--- config.mk ---
export PLATFORM = sky130hd
export DESIGN_NAME = ext_busy_estimator
export DESIGN_NICKNAME = d
export VERILOG_FILES = /design/src/rtl/ebe_pkg.sv /design/src/rtl/ebe_classify.sv /design/src/rtl/ebe_divider.sv /design/src/rtl/ext_busy_estimator.sv
export SDC_FILE = /design/constraint.sdc
export NUM_CORES = 1
export LEC_CHECK = 0
export CORE_MARGIN = 2
export CORE_UTILIZATION = 35
export CTS_CLUSTER_DIAMETER = 50
export CTS_CLUSTER_SIZE = 8
export DETAILED_ROUTE_END_ITERATION = 10
export DONT_BUFFER_PORTS = 1
export PLACE_DENSITY = 0.51
export SETUP_SLACK_MARGIN = 0.5
export SLEW_MARGIN = 20
export SYNTH_ARGS = -nofsm -noshare
export SYNTH_HDL_FRONTEND = slang
export SYNTH_SLANG_ARGS = --single-unit
--- constraint.sdc ---
create_clock -name clk -period 6.85 [get_ports clk]
set_input_delay 1.37 -clock clk [delete_from_list [all_inputs] [get_ports clk]]
set_output_delay 1.37 -clock clk [all_outputs]
set_load 0.1 [all_outputs]
--- src/rtl/ebe_pkg.sv ---
package ebe_pkg;

    localparam int PCT_W     = 7;
    localparam int PCT_MAX   = 100;
    localparam int SCALE_W   = 8;

    typedef enum logic [1:0] {
        PATH_ZERO = 2'd0,
        PATH_FULL = 2'd1,
        PATH_DIV  = 2'd2
    } path_e;

    function automatic path_e pick_path(input logic fresh, input logic no_clear);
        if (fresh)
            return PATH_ZERO;
        else if (no_clear)
            return PATH_FULL;
        else
            return PATH_DIV;
    endfunction

endpackage

--- src/rtl/ebe_classify.sv ---
module ebe_classify #(
    parameter int CNT_W = 32,
    parameter int DW    = CNT_W + ebe_pkg::SCALE_W
) (
    input  logic [CNT_W-1:0] cur_cyc,
    input  logic [CNT_W-1:0] cur_ctl,
    input  logic [CNT_W-1:0] cur_ext,
    input  logic [CNT_W-1:0] sv_cyc,
    input  logic [CNT_W-1:0] sv_ctl,
    input  logic [CNT_W-1:0] sv_ext,
    output ebe_pkg::path_e   path,
    output logic [DW-1:0]    dividend,
    output logic [CNT_W-1:0] divisor
);
    logic [CNT_W-1:0] cyc_d, ctl_d, ext_d, clear_d;
    logic             fresh;

    always_comb begin
        cyc_d    = cur_cyc - sv_cyc;
        ctl_d    = cur_ctl - sv_ctl;
        ext_d    = cur_ext - sv_ext;
        fresh    = (sv_cyc == '0) || (sv_cyc > cur_cyc);
        clear_d  = (cyc_d > ctl_d) ? (cyc_d - ctl_d) : '0;
        path     = ebe_pkg::pick_path(fresh, clear_d == '0);
        dividend = DW'(ext_d) * DW'(ebe_pkg::PCT_MAX);
        divisor  = clear_d;
    end
endmodule

--- src/rtl/ebe_divider.sv ---
module ebe_divider #(
    parameter int CNT_W = 32,
    parameter int DW    = CNT_W + ebe_pkg::SCALE_W
) (
    input  logic             clk,
    input  logic             rst,
    input  logic             start,
    input  logic [DW-1:0]    dividend,
    input  logic [CNT_W-1:0] divisor,
    output logic [DW-1:0]    quotient,
    output logic             active,
    output logic             done
);
    localparam int CW = $clog2(DW + 1);

    logic [CNT_W:0]   rem;
    logic [CNT_W-1:0] dvs;
    logic [CW-1:0]    steps_left;
    logic [CNT_W:0]   trial;
    logic             fits;

    always_comb begin
        trial = {rem[CNT_W-1:0], quotient[DW-1]};
        fits  = trial >= {1'b0, dvs};
    end

    always_ff @(posedge clk) begin
        if (rst) begin
            rem        <= '0;
            dvs        <= '0;
            quotient   <= '0;
            steps_left <= '0;
            active     <= 1'b0;
            done       <= 1'b0;
        end else begin
            done <= 1'b0;
            if (start) begin
                rem        <= '0;
                dvs        <= divisor;
                quotient   <= dividend;
                steps_left <= CW'(DW);
                active     <= 1'b1;
            end else if (active) begin
                rem        <= fits ? (trial - {1'b0, dvs}) : trial;
                quotient   <= {quotient[DW-2:0], fits};
                steps_left <= steps_left - 1'b1;
                if (steps_left == CW'(1)) begin
                    active <= 1'b0;
                    done   <= 1'b1;
                end
            end
        end
    end

    // the top never restarts a division in flight
    assert_no_restart_R9: assert property (@(posedge clk) disable iff (rst)
        start |-> !active);

    // a finished restoring division leaves a remainder below the divisor
    assert_rem_below_R4: assert property (@(posedge clk) disable iff (rst)
        done |-> (rem < {1'b0, dvs}));

    // completion follows an active step
    assert_done_after_active_R8: assert property (@(posedge clk) disable iff (rst)
        done |-> $past(active));
endmodule

--- src/rtl/ext_busy_estimator.sv ---
module ext_busy_estimator #(
    parameter int CNT_W = 32
) (
    input  logic                      clk,
    input  logic                      rst,
    input  logic                      sample_req,
    input  logic [CNT_W-1:0]          cyc_cnt,
    input  logic [CNT_W-1:0]          ctl_busy_cnt,
    input  logic [CNT_W-1:0]          ext_busy_cnt,
    output logic [ebe_pkg::PCT_W-1:0] busy_pct,
    output logic                      pct_valid,
    output logic                      calc_busy
);
    import ebe_pkg::*;

    localparam int DW = CNT_W + SCALE_W;

    logic [CNT_W-1:0] saved_cyc, saved_ctl, saved_ext;
    path_e            path;
    logic [DW-1:0]    dividend, quotient;
    logic [CNT_W-1:0] divisor;
    logic             accept, start, div_active, div_done;
    logic [PCT_W-1:0] clamped;

    ebe_classify #(.CNT_W(CNT_W), .DW(DW)) u_classify (
        .cur_cyc  (cyc_cnt),
        .cur_ctl  (ctl_busy_cnt),
        .cur_ext  (ext_busy_cnt),
        .sv_cyc   (saved_cyc),
        .sv_ctl   (saved_ctl),
        .sv_ext   (saved_ext),
        .path     (path),
        .dividend (dividend),
        .divisor  (divisor)
    );

    ebe_divider #(.CNT_W(CNT_W), .DW(DW)) u_divider (
        .clk      (clk),
        .rst      (rst),
        .start    (start),
        .dividend (dividend),
        .divisor  (divisor),
        .quotient (quotient),
        .active   (div_active),
        .done     (div_done)
    );

    always_comb begin
        calc_busy = div_active | div_done;
        accept    = sample_req & ~calc_busy;
        start     = accept && (path == PATH_DIV);
        clamped   = (quotient > DW'(PCT_MAX)) ? PCT_W'(PCT_MAX) : quotient[PCT_W-1:0];
    end

    always_ff @(posedge clk) begin
        if (rst) begin
            saved_cyc <= '0;
            saved_ctl <= '0;
            saved_ext <= '0;
        end else if (accept) begin
            saved_cyc <= cyc_cnt;
            saved_ctl <= ctl_busy_cnt;
            saved_ext <= ext_busy_cnt;
        end
    end

    always_ff @(posedge clk) begin
        if (rst) begin
            busy_pct  <= '0;
            pct_valid <= 1'b0;
        end else begin
            pct_valid <= 1'b0;
            if (accept && (path != PATH_DIV)) begin
                busy_pct  <= (path == PATH_ZERO) ? '0 : PCT_W'(PCT_MAX);
                pct_valid <= 1'b1;
            end else if (div_done) begin
                busy_pct  <= clamped;
                pct_valid <= 1'b1;
            end
        end
    end

    assert_pct_bound_R5: assert property (@(posedge clk) disable iff (rst)
        pct_valid |-> (busy_pct <= PCT_W'(PCT_MAX)));

    assert_first_zero_R2: assert property (@(posedge clk) disable iff (rst)
        (accept && saved_cyc == '0) |=> (pct_valid && busy_pct == '0));

    assert_save_on_accept_R6: assert property (@(posedge clk) disable iff (rst)
        accept |=> (saved_cyc == $past(cyc_cnt) && saved_ctl == $past(ctl_busy_cnt)
                    && saved_ext == $past(ext_busy_cnt)));

    assert_ignore_busy_R9: assert property (@(posedge clk) disable iff (rst)
        (sample_req && calc_busy) |=> ($stable(saved_cyc) && $stable(saved_ctl)
                                       && $stable(saved_ext)));

    assert_result_on_fall_R8: assert property (@(posedge clk) disable iff (rst)
        $fell(calc_busy) |-> pct_valid);
endmodule

# ---- Yosys cells after proc, flatten, opt, wreduce, memory -nomap -nowiden
# Index checks and enable logic that the tools add are counted.
dict set report op_classes {
  n_addsub 6
  mul 1
  order_cmp 4
  eq_ne 3
  mux 18
  bitwise 4
  reduce_logical 10
}
# cell count
set op_table {}
lappend op_table {{$sub 32x32->32} 5}
lappend op_table {{$mux 39} 2}
lappend op_table {{$gt 32x32->1} 2}
lappend op_table {{$logic_not 32->1} 2}
lappend op_table {{$mux 32} 2}
lappend op_table {{$gt 40x7->1 const B} 1}
lappend op_table {{$mul 32x5->37 const B} 1}
lappend op_table {{$ge 33x32->1} 1}
lappend op_table {{$mux 7} 4}
lappend op_table {{$mux 6} 2}
lappend op_table {{$eq 6x1->1 const B} 1}
lappend op_table {{$mux 1} 6}
lappend op_table {{$sub 6x1->6 const B} 1}
lappend op_table {{$mux 2} 2}
lappend op_table {{$reduce_bool 2->1} 2}
lappend op_table {{$reduce_or 3->1} 1}
lappend op_table {{$eq 2x2->1 const B} 1}
lappend op_table {{$logic_and 1x1->1} 2}
lappend op_table {{$logic_not 2->1} 1}
lappend op_table {{$ne 2x2->1 const B} 1}
lappend op_table {{$not 1->1} 2}
lappend op_table {{$reduce_or 2->1} 1}
lappend op_table {{$and 1x1->1} 1}
lappend op_table {{$logic_or 1x1->1} 1}
lappend op_table {{$or 1x1->1} 1}
dict set report totals {
  ff_bits 216
  out_inout_bits 9
  elab_cells 59
}

# ---- Logic depth before layout (Yosys ltp)
# Gate-level depths: netlist (run 1).
dict set report depth {
  ltp_word 9
  mapped_depth 30
}

# ---- Modules after synthesis
# A second synthesis (run 1) with hierarchy kept.
dict set report unflattened {
  hier_cells 2724
  hier_area_um2 20778.7
}
# mod instances cells_each area_each_um2 seq_area_each_um2
set by_module_without_submodules {}
lappend by_module_without_submodules {ebe_classify 1 1469 10691.5 0.0}
lappend by_module_without_submodules {ebe_divider 1 789 6387.4 2242.2}
lappend by_module_without_submodules {ext_busy_estimator 1 466 3699.8 2082.0}

# ---- Least setup slack after synthesis (run 1)
# Ideal clock, no wire load.
dict set report synth_path {
  path_type {input port to flip-flop}
  from {input port ext_busy_cnt[0]}
  to {register u_divider.quotient[36]}
  setup_ns 0.086
  t_arrival_ns 7.026
  required_time_ns 6.764
  setup_slack_ns -0.262
  stages 29
  path_buffers 0
  path_cell_list {inv_1 ha_1 inv_1 fa_1 a21o_1 a21oi_1 nor4_1 nor4bb_1 o31ai_1 a41o_1 a21o_1 a21o_1 xor2_1 ha_1 ha_1 inv_1 fa_1 inv_1 ha_1 a21o_1 a21o_1 a211oi_1 o21ai_0 a31oi_1 o2111ai_1 a21oi_1 mux2i_1 nor3_1 a211oi_1}
}
dict set report synth_between {
  elab_chain_len 3
}
# item line_no
set synth_rtl {}
lappend synth_rtl {{start, declared} ext_busy_estimator.sv:9} ;# input logic [CNT_W-1:0] ext_busy_cnt,
lappend synth_rtl {{$sub 32x32->32} ebe_classify.sv:21} ;# ext_d = cur_ext - sv_ext;
lappend synth_rtl {{$mul 32x5->37} ebe_classify.sv:25} ;# dividend = DW'(ext_d) * DW'(ebe_pkg::PCT_MAX);
lappend synth_rtl {{$mux 39} ebe_divider.sv:37} ;# if (start) begin
lappend synth_rtl {{end signal, assigned} ebe_divider.sv:40} ;# quotient <= dividend;
lappend synth_rtl {{end signal, assigned} ebe_divider.sv:45} ;# quotient <= {quotient[DW-2:0], fits};
lappend synth_rtl {{end, declared} ebe_divider.sv:10} ;# output logic [DW-1:0] quotient,
# Every way passes these cells.
# A chain may end at the register's enable or synchronous reset.

# ---- Final worst setup path (run 1)
dict set report layout_path {
  from {input port ctl_busy_cnt[1]}
  to {register u_divider.quotient[29]}
}
dict set report layout_between {
  elab_chain_len 9
  elab_cells_between_ends 11
  cone_classes {add/sub (2); order compare (1); eq/ne (1); mux (4); reduce/logical (3)}
}
# item line_no
set layout_rtl {}
lappend layout_rtl {{start, declared} ext_busy_estimator.sv:8} ;# input logic [CNT_W-1:0] ctl_busy_cnt,
lappend layout_rtl {{$sub 32x32->32 (*)} ebe_classify.sv:20} ;# ctl_d = cur_ctl - sv_ctl;
lappend layout_rtl {{$sub 32x32->32 / $gt 32x32->1 (equally long branches)} ebe_classify.sv:23} ;# clear_d = (cyc_d > ctl_d) ? (cyc_d - ctl_d) : '0;
lappend layout_rtl {{$mux 32 (*)} ebe_classify.sv:23}
lappend layout_rtl {{$logic_not 32->1 (*)} ebe_classify.sv:24} ;# path = ebe_pkg::pick_path(fresh, clear_d == '0);
lappend layout_rtl {{$mux 2 (*)} ebe_pkg.sv:16} ;# else if (no_clear)
lappend layout_rtl {{$mux 2 (*)} ebe_pkg.sv:14} ;# if (fresh)
lappend layout_rtl {{$eq 2x2->1 (*)} ext_busy_estimator.sv:51} ;# start = accept && (path == PATH_DIV);
lappend layout_rtl {{$logic_and 1x1->1 (*)} ext_busy_estimator.sv:51}
lappend layout_rtl {{$mux 39 / $reduce_bool 2->1 (equally long branches)} -}
# Mark *: on every way between the ends. The rest lies on a longest branch, timed or not.

==> key figures, run 1 <==
Floorplanning
  – Initial core utilization: ~35%
  – CORE AREA: 57700 um^2
  – Height of the die: around 250 um
  – IO Count: 108
  – Die ar.: 60380 um^2
  – Core Rows: 88
  – Die W: approximately 250 um

CTS
  – CTS tree: done
  – Num CTS Buffers: 40
  – Root buffer cell: clkbuf_16
  – Worst-path clk slew: ~0.05 ns
  – # hold bufs at CTS: 0
  – Max clock buf depth: 3
  – Worst-Skew Late Latency: roughly 0.57 ns
  – CTS Sinks: 216
  – H-tree levels: 2

Yosys
  – YS warnings: 0
  – Syn Area/Cell: 7.558 um^2
  – Cells after synthesis: between 2000 and 3000
  – Post-synthesis sequential area ratio: 21.14%
  – Async S/R FF share, synth: 0%
  – Netlist cell types: 82
  – Most common flop cell mapped by yosys: dfxtp_1
  – Syn nets: just over 3000
  – #FFs+latches synth: roughly 220
  – Mapped cell area: between 20000 and 25000 um^2
  – Post-synth EDFFs: 0

Global route
  – Antenna violations before repair: 0
  – Via count of the first global-routing pass: around 18000
  – Total overflow reported by the global router: 0
  – Global Route Usage Sum: about a fifth
  – First-pass GRT wire length: approximately 93000 um
  – Largest net degree at the start of global routing: approximately 190

Power and ir drop
  – Clock Power Share: between 10% and 20%
  – Sequential share of power: 12.7%
  – P_leak: 10.88 nW
  – P_int: 0.007234 W
  – Logic gate share of total power: between 70 and 80%
  – Pwr/cell area: 539.3 nW/um^2
  – Psw: approximately 0.0063 W
  – Sw Ratio: between 40% and 50%
  – VDD IR max: 0.0003422 V

STA
  – Final slew viol count: 0
  – Setup ws final: slightly below 0.6 ns
  – Unrepaired setup endpoints after global routing: true
  – Slew headroom: around 30%
  – Worst-Margin Slew: about 1.1 ns
  – Fin crit period: 6.260 ns
  – Clock skew: ~0.027 ns
  – Fmax: around 0.16 GHz
  – Hold slack: around 0.45 ns
  – Fin. Hold Viols: 0
  – Fin crit share: between 90% and 100%
  – # setup viols final: 0

Final layout
  – Fin cells: 3637
  – Final nets: roughly 3200
  – Layout cell share with drive strength beyond 1: between 10% and 20%
  – Final core occ: roughly 43%
  – Diodes inserted: 0
  – Fill count: 5879
  – Area Overhead vs Synth: 22.47%

Status
  – Outcome: finished, final reports clean

Worst setup path
  – CP required: 7.32 ns
  – Crit path kind: input pin to register
  – Startpoint Class: input pin
  – CP Capture Type: register
  – CP max FO: 4
  – Worst Path Arrival: about 6.7 ns

Drt
  – Drt total wl: between 50000 and 60000 um
  – Uppermost routed layer: met4
  – Drt first pass iters: 5
  – Met2 WL: 25120 um
  – DR WL met3: around 2600 um
  – Detailed-route DRC error count: 0
  – Routed wire length per instance: between 15 and 20 um
  – Vias: between 15000 and 20000
  – Initial DRC count: just over 900
  – Vias/cell: 5.166
  – Post-DRT Antenna Nets: 0
  – Met1 wire length: 28650 um

Min path
  – Hold Crit Class: register to register

Place
  – Final GP Congestion: about 0.86
  – Setup WS pre-CTS: -0.3688 ns
  – Buffers on Ports: 0
  – HPWL after detailed placement: between 40000 and 50000 um
  – Placed Cells: 3536

Job
  – # Max-Cap Violations: 0
[stage by stage]
step / TNS [ns] / cell area (um^2) / total power [W]
6_report: 0 / 25050 / 0.01351
5_1_grt: 0 / 25050 / 0.01487
4_1_cts: 0 / 23930 / 0.01315
3_5_place_dp: -30.67 / 22470 / 0.01102
3_3_place_gp: -22.60 / 22470 / 0.01098
2_1_floorplan: 0 / 20650 / 0.008442
[worst max-delay path: stages]
cell	delay [ns]
ha_1	0.27
nor2b_4	0.13
o31ai_2	0.22
buf_4	0.16
a21oi_4	0.06
o21ai_4	0.19
a211o_1	0.20
nand3_4	0.13
a2111o_1	0.47
and4_1	0.22
or2_4	0.26
nor2_4	0.12
xor2_2	0.09
ha_1	0.36
nand2_1	0.08
o21ai_2	0.16
buf_4	0.13
a21o_1	0.10
a21o_1	0.11
a21o_1	0.13
a221oi_2	0.07
a31o_2	0.25
nor3_4	0.33
nand3_4	0.18
buf_4	0.22
or4b_2	0.61
o221ai_1	0.09
[power groups by stage]
stage | clock (W) | sequential (W) | combinational [W]
after floorplan | 0 | 0.00165 | 0.00679
after CTS | 0.00200 | 0.00171 | 0.00943
after global placement | 0 | 0.00172 | 0.00926
after global routing | 0.00205 | 0.00174 | 0.0111
final | 0.00194 | 0.00171 | 0.00985
after detailed placement | 0 | 0.00173 | 0.00929
[logic make-up (layout without fill, tap and decap cells)]
kind of cell,count (synthesis),in the layout,synth area share (%)
adder cells (fa/ha/maj),292,292,19.04
buffers and inverters,396,561,7.555
AND/OR/NAND/NOR,866,867,20.08
XOR/XNOR,167,167,7.152
multiplexers,57,57,2.814
AO/OA/AOI/OAI,712,712,22.21
flip-flops,216,216,21.14
[what timing repair did]
action	in CTS	in global routing
cloned	0	9
endpoints found under the hold margin	0	0
buffers inserted	3	25
pin swaps	11	60
endpoints found under the setup margin	119	119
gates resized for setup	29	156
[layout by cell type (no fill, tap or decap), types with 12 or more instances in the layout]
master	n
xor2_1	62
o21ai_0	65
a211o_1	12
nand2_1	325
or3_1	28
xnor2_1	95
a211oi_2	31
a211oi_1	26
nand3_1	42
buf_6	12
o21a_1	28
nand2b_1	28
and3_1	18
a21oi_2	23
o21bai_1	16
nand3b_1	21
nor2_1	189
nand4_1	35
a31oi_1	26
nor4_1	19
clkbuf_16	49
ha_1	251
nor2b_1	26
nor3_1	50
fa_1	29
inv_1	288
mux2i_1	52
o21ai_1	12
dfxtp_1	215
a21oi_1	264
buf_4	176
a21boi_0	12
a21o_1	79
[Yosys cell counts, types with 67 or more instances]
| master | instances | area (um^2) |
|---|---|---|
| a21oi_1 | 291 | 1456 |
| ha_1 | 260 | 3253 |
| a21o_1 | 79 | 593.1 |
| inv_1 | 293 | 1100 |
| dfxtp_1 | 216 | 4324 |
| nand2_1 | 326 | 1224 |
| xnor2_1 | 100 | 875.8 |
| clkbuf_1 | 78 | 292.8 |
| o21ai_0 | 82 | 410.4 |
| nor2_1 | 200 | 750.7 |
| xor2_1 | 67 | 586.8 |
[sequential cells by signal, summed over array words and instances, names as in the netlist]
register / count
saved_ext: 32
busy_pct: 7
saved_cyc: 32
u_divider.active: 1
u_divider.rem: 32
u_divider.steps_left: 6
u_divider.quotient: 40
saved_ctl: 32
pct_valid: 1
u_divider.done: 1
u_divider.dvs: 32
[cell type report]
cell class,instances,area (um^2),share of cell area [%]
inverter,294,1129,4.506
clock buffer,53,1162,4.641
sequential,216,4328,17.28
tap,765,957.2,3.821
timing repair buffer,203,1787,7.133
multi-input combinational,2095,15550,62.08
clock inverter,11,135.1,0.5395
[per-layer routing]
metal	up-vias	global-route usage, %
li1	9719	-
met1	8758	26.16
met2	253	28.96
met3	60	3.263
met4	0	5.615
met5	-	0
[final timing paths]
check	from	end	slack [ns]	cells after the start
max	ctl_busy_cnt[1]	u_divider.quotient[29]	0.59	27
min	saved_ext[14]	saved_ext[14]	0.45	2
max reg2reg	saved_cyc[1]	u_divider.rem[12]	0.93	26
min reg2reg	saved_ext[14]	saved_ext[14]	0.45	2
(Power assumes the default switching activity.)
==> run 2, diff against run 1 <==
--- a/config.mk
+++ b/config.mk
@@ -6,14 +6,13 @@
 export NUM_CORES = 1
 export LEC_CHECK = 0
 export CORE_MARGIN = 2
-export CORE_UTILIZATION = 35
+export CORE_UTILIZATION = 55
 export CTS_CLUSTER_DIAMETER = 50
 export CTS_CLUSTER_SIZE = 8
 export DETAILED_ROUTE_END_ITERATION = 10
 export DONT_BUFFER_PORTS = 1
-export PLACE_DENSITY = 0.51
+export PLACE_DENSITY = 0.73
 export SETUP_SLACK_MARGIN = 0.5
-export SLEW_MARGIN = 20
 export SYNTH_ARGS = -nofsm -noshare
 export SYNTH_HDL_FRONTEND = slang
 export SYNTH_SLANG_ARGS = --single-unit
==> run 2 against run 1 <==
Net effect:
- combinational power is 6.2% lower
- via count grew 0.89%
- sequential cell count unchanged
- critical path depth rose by 1
- hold slack improved by 0.0024 ns
- total power is 5.3% lower
- sequential power barely moved
- cell count fell by 11%
- largest power group unchanged
- non-clock buffer count fell by 92
- largest cell class unchanged
- sequential share of layout area increased by 1.2 points
- clock skew fell by 0.0065 ns
==> key figures, run 2 (synthesis results as in run 1) <==
Status
  – Outcome: finished, final reports clean (unchanged)

Worst setup path
  – Crit path launch: ext_busy_cnt[0] (was ctl_busy_cnt[1])
  – Slowest stage delay, CP: 0.53 ns (was 0.61 ns)
  – Worst Path Arrival: 6.70 ns (was 6.73 ns)
  – Crit path kind: input pin to register (unchanged)
  – CP required: 7.32 ns (about the same)
  – Worst path most repeated cell: ha_1
  – Critical path's top delay family: adder cells (was simple AND/OR/NAND/NOR gates)
  – Slowest CP cell: fa_1 (was or4b_2)
  – Crit Reg-Reg Startpoint: saved_ext[1] (was saved_cyc[1])
  – Worst Path Buf+Inv: 5 (was 3)
  – CP Capture Type: register (unchanged)
  – CP max FO: 4 (unchanged)
  – Startpoint Class: input pin (unchanged)

Place
  – Placed Cells: 3164 (was 3536)
  – Final GP Congestion: 0.9473 (was 0.8564)
  – Buffers on Ports: 0 (unchanged)
  – HPWL after detailed placement: 40160 um (was 43460 um)

Final layout
  – Layout cell share with drive strength beyond 1: 10.94% (was 15.67%)
  – Diodes inserted: 0 (unchanged)
  – Biggest register: u_divider.quotient (unchanged)
  – Most common cell after layout, fill and taps aside: nand2_1 (unchanged)
  – Reg area: 4328 um^2 (unchanged)
  – Final core occ: 63.83% (was 43.41%)
  – Area Overhead vs Synth: 14.26% (was 22.47%)
  – Final nets: 3148 (was 3241)
  – Multi-input gate area in the final layout: 15200 um^2 (was 15550 um^2)
  – Largest register FFs: 40 (unchanged)
  – Commonest non-fill, non-tap cells in the layout: nand2_1 (324), inv_1 (289), a21oi_1 (272), ha_1 (250), dfxtp_1 (215) (was nand2_1 (325), inv_1 (288), a21oi_1 (264), ha_1 (251), dfxtp_1 (215))
  – Fin cells: 3246 (was 3637)
  – Fill count: 3183 (was 5879)

Drt
  – Detailed-route DRC error count: 0 (unchanged)
  – Vias/cell: 5.840 (was 5.166)
  – Drt first pass iters: 6 (was 5)
  – Vias: 18960 (was 18790)
  – Initial DRC count: 1073 (was 905)
  – Routed wire length per instance: 16.55 um (was 15.86 um)
  – Drt total wl: 53710 um (was 57690 um)
  – Post-DRT Antenna Nets: 0 (unchanged)

CTS
  – Num CTS Buffers: 38 (was 40)
  – Max clock buf depth: 3 (unchanged)
  – CTS tree: done (unchanged)
  – # hold bufs at CTS: 0 (unchanged)
  – CTS Sinks: 216 (unchanged)
  – H-tree levels: 2 (unchanged)
  – Worst-Skew Late Latency: 0.56 ns (was 0.57 ns)
  – Worst-path clk slew: 0.05 ns (about the same)
  – Root buffer cell: clkbuf_16 (unchanged)

STA
  – Fmax: 0.1604 GHz (was 0.1597 GHz)
  – Fin crit share: 91.01% (was 91.38%)
  – Setup TNS: 0 ns (unchanged)
  – Unrepaired setup endpoints after global routing: true (unchanged)
  – Final slew viol count: 0 (unchanged)
  – Clock skew: 0.02079 ns (was 0.02725 ns)
  – Slew headroom: 33.03% (was 29.87%)
  – # setup viols final: 0 (unchanged)
  – Worst-Margin Slew: 1.003 ns (was 1.050 ns)
  – Hold slack: 0.4489 ns (was 0.4465 ns)
  – Fin crit period: 6.234 ns (was 6.260 ns)
  – Fin. Hold Viols: 0 (unchanged)

Floorplanning
  – Core Rows: 70 (was 88)
  – IO Count: 108 (unchanged)
  – Initial core utilization: 55.86% (was 35.45%)
  – Die ar.: 38740 um^2 (was 60380 um^2)
  – Height of the die: 196.8 um (was 245.7 um)
  – CORE AREA: 36610 um^2 (was 57700 um^2)
  – Die W: 196.8 um (was 245.7 um)

Global route
  – Largest net degree at the start of global routing: 186 (unchanged)
  – Total overflow reported by the global router: 0 (unchanged)
  – Global Route Usage Sum: 26.95% (was 18.65%)
  – Via count of the first global-routing pass: 18050 (was 18250)
  – Antenna violations before repair: 0 (unchanged)
  – First-pass GRT wire length: 87350 um (was 93050 um)

Power and ir drop
  – VDD IR max: 0.0002590 V (was 0.0003422 V)
  – P_leak: 10.22 nW (was 10.88 nW)
  – Pwr/cell area: 547.2 nW/um^2 (was 539.3 nW/um^2)

Min path
  – Hold Crit Class: register to register (unchanged)
  – Hold Path Origin: saved_ctl[8] (was saved_ext[14])

Job
  – # Max-Cap Violations: 0 (unchanged)
## run 2: cell types whose count changed in the layout (fill, tap and decap cells not counted), moves of 6 or more
cell	delta
a211oi_1	+15
a211oi_2	-14
a21oi_1	+8
buf_4	-78
buf_6	-6
clkbuf_16	-10
nor2_1	+6
## run 2: layout make-up
type	instances	area share, %
Clock buffer	49	4.417
Clock inverter	12	0.6800
Inverter	294	4.776
Multi-Input combinational cell	2096	65.06
Sequential cell	216	18.52
Tap cell	468	2.506
Timing Repair Buffer	111	4.037
## run 2: worst reg2reg max path, delay by kind of cell (launching register included)
family / cells / cell delay [ns]
compound gates: 10 / 2.04
xor+xnor: 1 / 0.35
buf+inv: 3 / 0.18
flops: 1 / 0.34
simple gates: 5 / 1.17
fa+ha+maj: 5 / 1.68
## run 2: layer usage
layer	global-route usage (%)	vias up	wire length (um)
met1	36.83	8876	25360
met2	43.63	452	24270
met5	0	-	0
met3	5.014	78	2965
li1	-	9551	-
met4	7.212	0	1113
## run 2: what timing repair did
item / 4_1_cts / 5_1_grt
cloned: 1 / 2
buffers inserted: 3 / 15
gates resized for setup: 7 / 92
pin swaps: 0 / 32
setup endpoints to repair: 43 / 119
hold endpoints to repair: 0 / 0
## run 2: through the flow
step	worst slack [ns]	total power [W]	instance area (um^2)
floorplan	0.3301	0.008442	20650
global placement	-0.1237	0.01031	21540
detailed placement	-0.3300	0.01049	21540
CTS	0.5157	0.01244	22810
global route	0.2999	0.01392	23370
finish	0.6160	0.01279	23370
## run 2: path summary, 6_finish.rpt
kind / to / slack, ns / depth (start not counted)
setup reg to reg: u_divider.quotient[29] / 1.00 / 24
hold / removal: saved_ctl[8] / 0.45 / 2
hold reg to reg: saved_ctl[8] / 0.45 / 2
setup / recovery: u_divider.quotient[37] / 0.62 / 28
## run 2: power breakdown
group | internal [W] | switching [W] | leakage (nW)
registers | 0.00148 | 0.000236 | 1.77
logic | 0.00406 | 0.00517 | 7.88
clock network | 0.00116 | 0.000670 | 0.580
total | 0.00671 | 0.00608 | 10.2
